### src/rtl/osc_settle_pkg.sv
`timescale 1ns/1ps
package osc_settle_pkg;
  localparam int unsigned SLOTS = 8;
  localparam int unsigned SEL_W = $clog2(SLOTS);
  localparam int unsigned DEFAULT_EXP [SLOTS] = '{8, 9, 10, 11, 13, 15, 17, 18};

  typedef logic [SLOTS-1:0] settle_status_t;

  function automatic logic is_msb_thermo(input settle_status_t s);
    logic [SLOTS:0] inv_p1;
    inv_p1 = {1'b0, ~s} + {{SLOTS{1'b0}}, 1'b1};
    return $onehot0(inv_p1);
  endfunction
endpackage

### src/rtl/settle_tick_counter.sv
`timescale 1ns/1ps
module settle_tick_counter #(
  parameter int unsigned CNT_W = 19
) (
  input  logic             clk_osc,
  input  logic             rst_n,
  input  logic             clr,
  input  logic [CNT_W-1:0] limit,
  output logic [CNT_W-1:0] cnt_nxt
);
  logic [CNT_W-1:0] cnt_q;

  always_comb begin
    if (clr)
      cnt_nxt = '0;
    else if (cnt_q < limit)
      cnt_nxt = cnt_q + {{(CNT_W-1){1'b0}}, 1'b1};
    else
      cnt_nxt = cnt_q;
  end

  always_ff @(posedge clk_osc or negedge rst_n) begin
    if (!rst_n) cnt_q <= '0;
    else        cnt_q <= cnt_nxt;
  end

  // a count that has reached its limit holds unless cleared
  assert_no_wrap_R7: assert property (@(posedge clk_osc) disable iff (!rst_n)
    (cnt_q >= limit && !clr) |=> (cnt_q == $past(cnt_q)));

  // a clear zeroes the count
  assert_count_clear_R4: assert property (@(posedge clk_osc) disable iff (!rst_n)
    clr |=> (cnt_q == '0));
endmodule

### src/rtl/settle_threshold_bank.sv
`timescale 1ns/1ps
module settle_threshold_bank
  import osc_settle_pkg::*;
#(
  parameter int unsigned STEP_EXP [SLOTS] = DEFAULT_EXP,
  parameter int unsigned CNT_W = STEP_EXP[SLOTS-1] + 1
) (
  input  logic             clk_osc,
  input  logic             rst_n,
  input  logic             clr,
  input  logic [CNT_W-1:0] cnt_nxt,
  output settle_status_t   status
);
  localparam logic [CNT_W-1:0] ONE = {{(CNT_W-1){1'b0}}, 1'b1};

  for (genvar g = 0; g < SLOTS; g++) begin : g_slot
    localparam logic [CNT_W-1:0] THR = ONE << STEP_EXP[g];
    localparam int unsigned BITPOS = SLOTS - 1 - g;

    always_ff @(posedge clk_osc or negedge rst_n) begin
      if (!rst_n)               status[BITPOS] <= 1'b0;
      else if (clr)             status[BITPOS] <= 1'b0;
      else if (cnt_nxt >= THR)  status[BITPOS] <= 1'b1;
    end

    // a set bit stays set without a clear
    assert_sticky_R3: assert property (@(posedge clk_osc) disable iff (!rst_n)
      (status[BITPOS] && !clr) |=> status[BITPOS]);
  end

  // status keeps its MSB-first thermometer shape
  assert_thermo_R10: assert property (@(posedge clk_osc) disable iff (!rst_n)
    is_msb_thermo(status));
endmodule

### src/rtl/settle_read_port.sv
`timescale 1ns/1ps
module settle_read_port
  import osc_settle_pkg::*;
(
  input  logic             clk_osc,
  input  logic             rst_n,
  input  settle_status_t   status,
  input  logic             rd_req,
  input  logic             rd_byte,
  input  logic [SEL_W-1:0] rd_sel,
  output logic             rd_valid,
  output logic [SLOTS-1:0] rd_data
);
  logic [SLOTS-1:0] rd_mux;

  always_comb begin
    if (rd_byte) rd_mux = status;
    else         rd_mux = {{(SLOTS-1){1'b0}}, status[rd_sel]};
  end

  always_ff @(posedge clk_osc or negedge rst_n) begin
    if (!rst_n) begin
      rd_valid <= 1'b0;
      rd_data  <= '0;
    end else begin
      rd_valid <= rd_req;
      if (rd_req) rd_data <= rd_mux;
    end
  end

  // one response pulse per request, none otherwise
  assert_rd_resp_R9: assert property (@(posedge clk_osc) disable iff (!rst_n)
    rd_req |=> rd_valid);
  assert_rd_quiet_R9: assert property (@(posedge clk_osc) disable iff (!rst_n)
    !rd_req |=> !rd_valid);
endmodule

### src/rtl/osc_settle_counter.sv
`timescale 1ns/1ps
module osc_settle_counter
  import osc_settle_pkg::*;
#(
  parameter int unsigned STEP_EXP [SLOTS] = DEFAULT_EXP
) (
  input  logic             clk_osc,
  input  logic             rst_n,
  input  logic             stop_req,
  input  logic             osc_off,
  input  logic [2:0]       wait_sel,
  input  logic             rd_req,
  input  logic             rd_byte,
  input  logic [2:0]       rd_sel,
  output logic             rd_valid,
  output logic [7:0]       rd_data,
  output logic             ready
);
  localparam int unsigned CNT_W = STEP_EXP[SLOTS-1] + 1;
  localparam logic [CNT_W-1:0] ONE = {{(CNT_W-1){1'b0}}, 1'b1};

  logic             clr;
  logic [CNT_W-1:0] thr_tbl [SLOTS];
  logic [CNT_W-1:0] limit;
  logic [CNT_W-1:0] cnt_nxt;
  settle_status_t   status;

  assign clr = stop_req | osc_off;

  for (genvar g = 0; g < SLOTS; g++) begin : g_thr
    assign thr_tbl[g] = ONE << STEP_EXP[g];
  end

  assign limit = thr_tbl[wait_sel];

  settle_tick_counter #(.CNT_W(CNT_W)) u_count (
    .clk_osc (clk_osc),
    .rst_n   (rst_n),
    .clr     (clr),
    .limit   (limit),
    .cnt_nxt (cnt_nxt)
  );

  settle_threshold_bank #(.STEP_EXP(STEP_EXP), .CNT_W(CNT_W)) u_bank (
    .clk_osc (clk_osc),
    .rst_n   (rst_n),
    .clr     (clr),
    .cnt_nxt (cnt_nxt),
    .status  (status)
  );

  settle_read_port u_read (
    .clk_osc  (clk_osc),
    .rst_n    (rst_n),
    .status   (status),
    .rd_req   (rd_req),
    .rd_byte  (rd_byte),
    .rd_sel   (rd_sel),
    .rd_valid (rd_valid),
    .rd_data  (rd_data)
  );

  always_ff @(posedge clk_osc or negedge rst_n) begin
    if (!rst_n)                  ready <= 1'b0;
    else if (clr)                ready <= 1'b0;
    else if (cnt_nxt >= limit)   ready <= 1'b1;
  end

  // a clear empties status and drops ready
  assert_clear_R4: assert property (@(posedge clk_osc) disable iff (!rst_n)
    clr |=> (status == '0 && !ready));

  // ready rises only with the selected bit set
  assert_ready_bit_R8: assert property (@(posedge clk_osc) disable iff (!rst_n)
    $rose(ready) |-> status[3'd7 - $past(wait_sel)]);

  // ready holds without a clear
  assert_ready_sticky_R8: assert property (@(posedge clk_osc) disable iff (!rst_n)
    (ready && !clr) |=> ready);
endmodule

### config.mk
export PLATFORM = sky130hd
export DESIGN_NAME = osc_settle_counter
export DESIGN_NICKNAME = d
export VERILOG_FILES = /design/src/rtl/osc_settle_pkg.sv /design/src/rtl/settle_tick_counter.sv /design/src/rtl/settle_threshold_bank.sv /design/src/rtl/settle_read_port.sv /design/src/rtl/osc_settle_counter.sv
export SDC_FILE = /design/constraint.sdc
export NUM_CORES = 1
export LEC_CHECK = 0
export BUFFER_PORTS_ARGS = -buffer_cell sky130_fd_sc_hd__buf_4
export CORE_MARGIN = 1.5
export CORE_UTILIZATION = 41
export CTS_BUF_LIST = sky130_fd_sc_hd__clkbuf_16
export DETAILED_ROUTE_END_ITERATION = 7
export HOLD_SLACK_MARGIN = 0.06
export PLACE_DENSITY = 0.62
export RECOVER_POWER = 100
export SLEW_MARGIN = 20
export SYNTH_ARGS = -nofsm -noshare
export SYNTH_HDL_FRONTEND = slang
export SYNTH_SLANG_ARGS = --single-unit
### constraint.sdc
create_clock -name clk_osc -period 4.5 [get_ports clk_osc]
set_input_delay 0.225 -clock clk_osc [delete_from_list [all_inputs] [get_ports clk_osc]]
set_output_delay 0.225 -clock clk_osc [all_outputs]
set_load 0.01 [all_outputs]
==> impl_metrics.yaml, run 1 <==
sta:
  worst_slack_ps: 538
  maxSlewViolCount: 38
  timing.hold.ws_ps: 238
  post-route-period-util_pct: 88.1
  fin_setup_tns_ps: 0
  max_freq_mhz: 252
  rsz0062_at_grt: "false"
  final-setup-viol-count: 0
  slew_headroom_pct: -37.7
  skew_ps: 9.54
  worst_pin_slew_ps: 2070
  hold_violations: 0
  period_needed_ps: 3960
critical_path:
  reg2regPathDepth: 13
  timing.rr.start: "u_count.cnt_q[18]"
  reg2reg_to: "ready"
  reg2reg_slack_ps: 540
  max_stage_delay_ps: 1080
  required_ps: 4700
  crit_type: "flop to flop"
  arrival_ps: 4160
  crit_start: "u_count.cnt_q[18]"
  crit_path_top_delay_cell: "nor4b_1"
  path_max_fanout: 6
  cp-end-kind: "flop"
  worstPathCellList: "ha_1, a21oi_1, nand2_1, nor4b_1, nand3_1, xnor2_1, nor2_1, ha_1, nand3_1, nor2_1, nand4_1, or4_1, a21oi_1"
  worstSetupEndpoint: "ready"
  start_kind: "flop"
cts:
  insertion_delay_ps: 280
  cts_tree: "yes"
  numCtsBuffers: 5
  cts_setup_buffers: 0
  cts_sinks: 37
  cts_buffer_depth: 2
  cts_max_level: 2
  cts-root-buf: "clkbuf_16"
  path_clk_slew_ps: 60
synthesis:
  async_flop_share_pct: 100
  synth-simple-area-share_pct: 25.8
  synthAdderAreaFrac_pct: 8.22
  syn_avg_cell_area_um2: 9.70
  ys_seq_area_share_pct: 38.0
  synth_common_cells: "37 x dfrtp_1, 25 x nor2_1, 20 x nand3_1, 16 x ha_1, 15 x inv_1"
  synth_top_area_share_pct: 38.0
  synth-edff-count: 0
  syn_nets: 279
  muxShareOfSynthArea_pct: 4.78
  netlist_area_um2: 2430
  synth_compound_area_share_pct: 12.9
  synthCells: 251
  synthFlopType: "dfrtp_1"
  synth_most_common_cell: "dfrtp_1"
  synth_cell_types: 54
  ys_ff_latch: 37
  yosysWarnings: 0
  synthTopCellsByArea: "dfrtp_1 38%, ha_1 8.2%, nand3_1 4.1%, nor2_1 3.9%, xor2_1 3.6%"
  synth-xor-area-share_pct: 5.04
  synth_top_family_by_area: "simple AND/OR/NAND/NOR gates"
  yosysTopAreaCell: "dfrtp_1"
floorplanning:
  die_y_um: 80.1
  pin_count: 22
  core_area_um2: 5610
  die_w_um: 80.1
  rows: 27
  dieArea_um2: 6410
  start_util_pct: 43.4
drt:
  first_pass_iters: 4
  ant_nets: 0
  num_vias: 1886
  drc: 0
  via_per_inst: 5.55
  wire_per_inst_um: 15.8
  routed_wl_mm: 5.36
  drt_iter0_drc: 165
grt:
  antenna_found_initial: 0
  grt_max_degree: 38
  grt_pass1_vias: 1788
  grt_usage_pct: 18.4
  grt_overflow_total: 0
  grt_pass1_wl_mm: 9.01
placement:
  place_inst: 331
  dp_slack_ps: 395
  place_hpwl_mm: 3.98
  dpl_cell_area_um2: 2610
  gp_congestion: 0.825
  portBuffers: 21
finish:
  syn_to_final_growth_pct: 11.2
  final_nets: 295
  fin_area_um2: 2710
  fin_util_pct: 48.3
  n_antenna_cell: 0
  final_cells: 340
  drive_gt1_share_pct: 11.6
pwr:
  total_power_mw: 0.805
  vdd_drop_max_mv: 0.186
  leakage_nw: 1.17
  powerDensity_nw_per_um2: 297
outcome:
  outcome: "complete, but fails checks"
  violations: "capacitance limit, slew limit"
job:
  maxCapViolCount: 1
worst_hold_path:
  min_path_type: "input pin to flop"
  min_path_cells: 3
[state kept, by name (all words and copies together) (netlist names)]
signal           flops
u_read.rd_data       8
ready                1
u_bank.status        8
u_read.rd_valid      1
u_count.cnt_q       19
[worst min path at each step]
| stage | start | to | slack (ps) |
|---|---|---|---|
| global route | rd_byte | u_read.rd_data[3] | 260 |
| global placement | rst_n | u_read.rd_data[1] | 230 |
| finish | rd_byte | u_read.rd_data[1] | 240 |
| detailed placement | rst_n | u_bank.status[0] | 230 |
| floorplan | rst_n | ready | -70 |
| CTS | rd_req | u_read.rd_valid | 160 |
[layout make-up]
cell class	instances	area [um2]
clock buffer	5	125
fill	550	2900
clock inverter	3	46.3
multi-input combinational	186	1340
inverter	15	56.3
tap	72	90.1
sequential	37	926
timing repair buffer	22	123
[worst max-delay path, delay by kind of cell (launching register included)]
family,cells,cell delay [ps]
simple gates,8,2280
fa+ha+maj,2,690
flops,1,410
compound gates,2,300
xor+xnor,1,200
[cells in the final DEF (no fill, tap or decap), drive strengths merged, types with 2 or more instances in the layout]
| cell type | instances |
|---|---|
| o21ai | 14 |
| nor3 | 5 |
| ha | 16 |
| inv | 15 |
| nand4 | 6 |
| or3b | 2 |
| and4 | 2 |
| and3 | 6 |
| buf | 9 |
| mux2i | 6 |
| nand2b | 3 |
| clkbuf | 17 |
| xor2 | 10 |
| nor2 | 25 |
| and2 | 2 |
| dfrtp | 37 |
| or3 | 2 |
| a21o | 3 |
| o211ai | 2 |
| nand3 | 22 |
| a31oi | 3 |
| xnor2 | 4 |
| a211o | 3 |
| a2111oi | 2 |
| nand3b | 4 |
| nand2 | 11 |
| nor4 | 5 |
| nand4b | 2 |
| or4 | 2 |
| mux4 | 2 |
| a21oi | 10 |
[power breakdown]
part / switching, mW / leakage, nW / internal (mW) / total (mW)
Combinational: 0.0419 / 0.577 / 0.0267 / 0.0686
Clock: 0.137 / 0.0800 / 0.262 / 0.399
Sequential: 0.00232 / 0.513 / 0.335 / 0.337
[per-layer routing]
metal  routed length (um)  GRT usage, %
met1                 2560          24.3
met2                 2590          30.6
met3                  165          4.09
met4                   46          4.48
met5                    0             0
[logic make-up (layout without fill, tap and decap cells)]
kind of cell	after synthesis	in the layout
multiplexers	9	9
adder cells (fa/ha/maj)	16	16
AO/OA/AOI/OAI	44	44
AND/OR/NAND/NOR	103	103
flip-flops	37	37
buffers and inverters	28	45
XOR/XNOR	14	14
[what timing repair did]
item,CTS,global route
endpoints found under the setup margin,0,0
gates resized for setup,0,0
hold buffers,1,0
endpoints found under the hold margin,37,0
No activity file was read; power rests on OpenSTA's default activity.
==> inputs of run 2 (changes only) <==
CORE_MARGIN = default   (was 1.5)
==> run 2 against run 1 <==
Compared with the run above:
- the flow still finishes with violations (capacitance limit, slew limit)
- sequential share of layout area fell by 0.24 points
- global-route usage is 0.88 points higher
- sequential power barely moved
- register-to-register slack got worse by 20 ps
- critical endpoint unchanged
- via count is 1.7% higher
- routed wire length rose by 1.4%
- die area fell by 2.5%
- flip-flop and latch count did not move
- clock skew shrank 5.1 ps
==> impl_metrics.yaml, run 2 (synthesized netlist as in run 1, its figures left out) <==
outcome:
  outcome: "complete, but fails checks"
  violations: "capacitance limit, slew limit"
sta:
  fin_setup_tns_ps: 0
  final-setup-viol-count: 0
  max_freq_mhz: 249
  post-route-period-util_pct: 89.3
  slew_headroom_pct: -35.2
  maxSlewViolCount: 38
  worst_slack_ps: 482
  skew_ps: 4.47
  timing.hold.ws_ps: 249
  hold_violations: 0
  rsz0062_at_grt: "false"
  period_needed_ps: 4020
  worst_pin_slew_ps: 2030
worst_hold_path:
  min_path_cells: 3
  min_to: "u_read.rd_data[3]"
  hp-start: "rd_byte"
  min_path_type: "input pin to flop"
cts:
  ctsHoldBuffers: 1
  cts_buffer_depth: 2
  insertion_delay_ps: 280
  numCtsBuffers: 5
  cts_setup_buffers: 0
  ctsResizeCount: 0
  path_clk_slew_ps: 60
  cts_max_level: 2
  cts_tree: "yes"
  cts_sinks: 37
  cts-root-buf: "clkbuf_16"
floorplanning:
  core_area_um2: 5610
  start_util_pct: 43.4
  die_w_um: 79.1
  die_y_um: 79.1
  dieArea_um2: 6250
  pin_count: 22
  rows: 27
critical_path:
  start_kind: "input pin"
  path_max_fanout: 9
  crit_path_top_delay_cell: "or3b_2"
  crit_type: "input pin to flop"
  reg2reg_slack_ps: 520
  max_stage_delay_ps: 490
  worst-path-buf-inv: 2
  reg2reg_to: "ready"
  worstPathCellList: "buf_4, or3b_2, ha_1, a21oi_1, o21ai_0, a211o_1, nor3_1, xnor2_1, nand2b_1, inv_1, ha_1, nor2b_1, o21ai_0, nand2b_1, a2111oi_2, a2111oi_1, nor4_1, a21oi_1"
  reg2regPathDepth: 13
  cp-end-kind: "flop"
  arrival_ps: 4160
  required_ps: 4640
  crit_start: "wait_sel[0]"
  timing.rr.start: "u_count.cnt_q[18]"
  path_delay_family: "compound AO/OA/AOI/OAI gates"
finish:
  layout_commonest_cell: "dfrtp_1"
  final_cells: 340
  reg.largest.list: "u_count.cnt_q: 19 flops, u_bank.status: 8 flops, u_read.rd_data: 8 flops"
  register_area_um2: 926
  fin_util_pct: 48.6
  n_antenna_cell: 0
  fillers: 561
  syn_to_final_growth_pct: 12.0
  final_nets: 295
  top_register: "u_count.cnt_q"
  largest_register_ffs: 19
  drive_gt1_share_pct: 11.6
  final_cell_mix: "37 x dfrtp_1, 25 x nor2_1, 21 x nand3_1, 16 x ha_1, 15 x inv_1"
  multiInputGateArea_um2: 1340
  fin_area_um2: 2730
pwr:
  p_sw_mw: 0.181
  powerDensity_nw_per_um2: 315
  power.share.clock_pct: 52.7
  leakage_nw: 1.18
  seq_power_share_pct: 39.3
  vdd_drop_max_mv: 0.185
  p_comb_share_pct: 8.0
  p_sw_share_pct: 21.1
  power_report.internal_total_mw: 0.678
  total_power_mw: 0.859
drt:
  first_pass_iters: 4
  via_per_inst: 5.64
  drt_iter0_drc: 80
  ant_nets: 0
  drc: 0
  routed_wl_mm: 5.43
  num_vias: 1918
  wire_per_inst_um: 16.0
grt:
  grt_usage_pct: 19.3
  grt_pass1_vias: 1859
  grt_max_degree: 38
  grt_overflow_total: 0
  grt_pass1_wl_mm: 9.04
  antenna_found_initial: 0
placement:
  place_hpwl_mm: 4.05
  dpl_cell_area_um2: 2610
  place_inst: 331
  dp_slack_ps: 310
  portBuffers: 21
  gp_congestion: 0.817
job:
  maxCapViolCount: 1
run 2: cell count changes in the layout (fill, tap and decap cells not counted), sizes merged:
cell | before | now
bufinv | 1 | 2
clkinvlp | 1 | 0
run 2: how the worst max path moves through the flow:
stage | to | slack (ps) | depth (start not counted)
floorplan | ready | 740 | 18
global placement | ready | 440 | 18
detailed placement | ready | 310 | 18
CTS | ready | 580 | 16
global route | ready | 190 | 13
finish | ready | 480 | 18
run 2: layout make-up:
type	count	area share, %
multi-input cells	186	49.2
well taps	72	3.30
flip-flops and latches	37	34.0
repair buffers	22	4.50
inverters	15	2.07
clock inverters	3	2.39
clock buffers	5	4.59
run 2: power groups by stage:
stage	clock network (mW)	registers [mW]	logic (mW)
2_1_floorplan	0	0.344	0.0476
3_5_place_dp	0	0.343	0.0718
4_1_cts	0.462	0.337	0.0729
5_1_grt	0.475	0.338	0.0784
3_3_place_gp	0	0.343	0.0704
6_report	0.453	0.337	0.0690
run 2: worst register-to-register path, stage by stage, from the launching register on:
cell,delay [ps]
dfrtp_1,400
ha_1,340
a21oi_1,150
nand2_1,170
nor4b_1,1090
nand3_1,190
xnor2_1,190
nor2_1,100
ha_1,350
nand3_1,120
nor2_1,120
nand4_1,90
or4_1,430
a21oi_1,160
run 2: metal layers:
metal  share of wire (%)  routed length [um]  GRT usage, %
met5                   0                   0             0
met4                 2.9                 157          8.73
met3                 3.6                 193          4.71
met2                  48                2590          30.8
met1                  46                2490          24.7
==> inputs of run 3 (changes only) <==
MAX_ROUTING_LAYER = met4   (was default)
==> run 3 against run 2 <==
Compared with the run above:
- die area unchanged
- cell count unchanged
- the flow still finishes with violations (capacitance limit, slew limit)
- power about the same
- combinational power about the same
- sequential power about the same
- highest routed layer unchanged
- first-iteration DRC count unchanged
- utilization unchanged
- design area unchanged
- worst hold slack about the same
- clock skew about the same
==> impl_metrics.yaml, run 3 (synthesized netlist as in run 1, its figures left out) <==
worst_hold_path:
  min_path_type: "input pin to flop"
  min_path_cells: 3
  min_to: "u_read.rd_data[3]"
  hp-start: "rd_byte"
pwr:
  leakage_nw: 1.18
  vdd_drop_max_mv: 0.185
  power.share.clock_pct: 52.7
  seq_power_share_pct: 39.2
  p_sw_mw: 0.181
  powerDensity_nw_per_um2: 315
  total_power_mw: 0.859
  p_sw_share_pct: 21.1
  power_report.internal_total_mw: 0.678
  p_comb_share_pct: 8.1
sta:
  post-route-period-util_pct: 89.2
  fin_setup_tns_ps: 0
  worst_pin_slew_ps: 2030
  rsz0062_at_grt: "false"
  hold_violations: 0
  period_needed_ps: 4010
  slew_headroom_pct: -35.5
  timing.hold.ws_ps: 249
  max_freq_mhz: 249
  maxSlewViolCount: 38
  skew_ps: 4.79
  final-setup-viol-count: 0
placement:
  portBuffers: 21
  place_inst: 331
  gp_congestion: 0.829
  place_hpwl_mm: 4.05
drt:
  wire_per_inst_um: 16.1
  num_vias: 1925
  first_pass_iters: 4
  ant_nets: 0
  drc: 0
  routed_wl_mm: 5.47
  via_per_inst: 5.66
  drt_iter0_drc: 80
floorplanning:
  die_w_um: 79.1
  rows: 27
  start_util_pct: 43.4
  dieArea_um2: 6250
  core_area_um2: 5610
  pin_count: 22
  die_y_um: 79.1
finish:
  fin_util_pct: 48.6
  syn_to_final_growth_pct: 12.0
  layout_commonest_cell: "dfrtp_1"
  largest_register_ffs: 19
  final_nets: 295
  top_register: "u_count.cnt_q"
  n_antenna_cell: 0
  reg.largest.list: "u_count.cnt_q: 19 flops, u_bank.status: 8 flops, u_read.rd_data: 8 flops"
  final_cell_mix: "37 x dfrtp_1, 25 x nor2_1, 21 x nand3_1, 16 x ha_1, 15 x inv_1"
  fillers: 561
  final_cells: 340
  drive_gt1_share_pct: 11.6
cts:
  cts_max_level: 2
  cts-root-buf: "clkbuf_16"
  path_clk_slew_ps: 60
  ctsResizeCount: 0
  cts_sinks: 37
  insertion_delay_ps: 280
  ctsHoldBuffers: 1
  cts_tree: "yes"
  cts_buffer_depth: 2
  numCtsBuffers: 5
  cts_setup_buffers: 0
grt:
  grt_pass1_wl_mm: 9.04
  grt_pass1_vias: 1859
  grt_overflow_total: 0
  grt_max_degree: 38
  antenna_found_initial: 0
  grt_usage_pct: 19.9
critical_path:
  reg2reg_slack_ps: 520
  worst-path-buf-inv: 2
  cp-end-kind: "flop"
  max_stage_delay_ps: 490
  timing.rr.start: "u_count.cnt_q[17]"
  arrival_ps: 4150
  reg2regPathDepth: 13
  path_delay_family: "compound AO/OA/AOI/OAI gates"
  reg2reg_to: "ready"
  start_kind: "input pin"
  worstPathCellList: "buf_4, or3b_2, ha_1, a21oi_1, o21ai_0, a211o_1, nor3_1, xnor2_1, nand2b_1, inv_1, ha_1, nor2b_1, o21ai_0, nand2b_1, a2111oi_2, a2111oi_1, nor4_1, a21oi_1"
  path_max_fanout: 9
  crit_path_top_delay_cell: "or3b_2"
  crit_type: "input pin to flop"
  required_ps: 4640
job:
  maxCapViolCount: 1
outcome:
  violations: "capacitance limit, slew limit"
  outcome: "complete, but fails checks"
run 3: cell counts in the layout (fill, tap and decap cells not counted):
Identical to the previous run, type by type.
run 3: worst max-delay path by stage:
stage	slack [ps]	from	to	cells after the start
detailed placement	310	wait_sel[0]	ready	18
global placement	440	wait_sel[0]	ready	18
finish	490	wait_sel[0]	ready	18
CTS	580	u_count.cnt_q[17]	ready	16
global route	190	u_count.cnt_q[18]	ready	13
floorplan	740	wait_sel[1]	ready	18
run 3: layer usage:
metal	GRT usage, %	part of all wire (%)	vias up
met3	4.71	4.0	16
li1	-	-	944
met5	-	0	-
met2	30.8	47	40
met4	8.73	3.3	0
met1	24.7	46	925
run 3: stage by stage:
stage / instance area (um2) / setup WS, ps
floorplan: 2430 / 743
global placement: 2610 / 436
detailed placement: 2610 / 310
CTS: 2810 / 581
global route: 2730 / 185
finish: 2730 / 488
run 3: power groups by stage:
| stage | clock [mW] | sequential, mW | combinational [mW] |
|---|---|---|---|
| 2_1_floorplan | 0 | 0.344 | 0.0476 |
| 3_3_place_gp | 0 | 0.343 | 0.0704 |
| 3_5_place_dp | 0 | 0.343 | 0.0718 |
| 4_1_cts | 0.462 | 0.337 | 0.0729 |
| 5_1_grt | 0.475 | 0.338 | 0.0784 |
| 6_report | 0.453 | 0.337 | 0.0692 |
run 3: worst reg2reg max path, delay by kind of cell (launching register included):
family          cells  cell delay, ps
compound gates      2             280
xor+xnor            1             190
flops               1             450
fa+ha+maj           2             690
simple gates        8            2290
run 3: layout make-up:
| cell class | count | area (um2) | area share (%) |
|---|---|---|---|
| Timing Repair Buffer | 22 | 123 | 4.50 |
| Sequential cell | 37 | 926 | 34.0 |
| Clock inverter | 3 | 65.1 | 2.39 |
| Tap cell | 72 | 90.1 | 3.30 |
| Clock buffer | 5 | 125 | 4.59 |
| Multi-Input combinational cell | 186 | 1340 | 49.2 |
| Inverter | 15 | 56.3 | 2.07 |
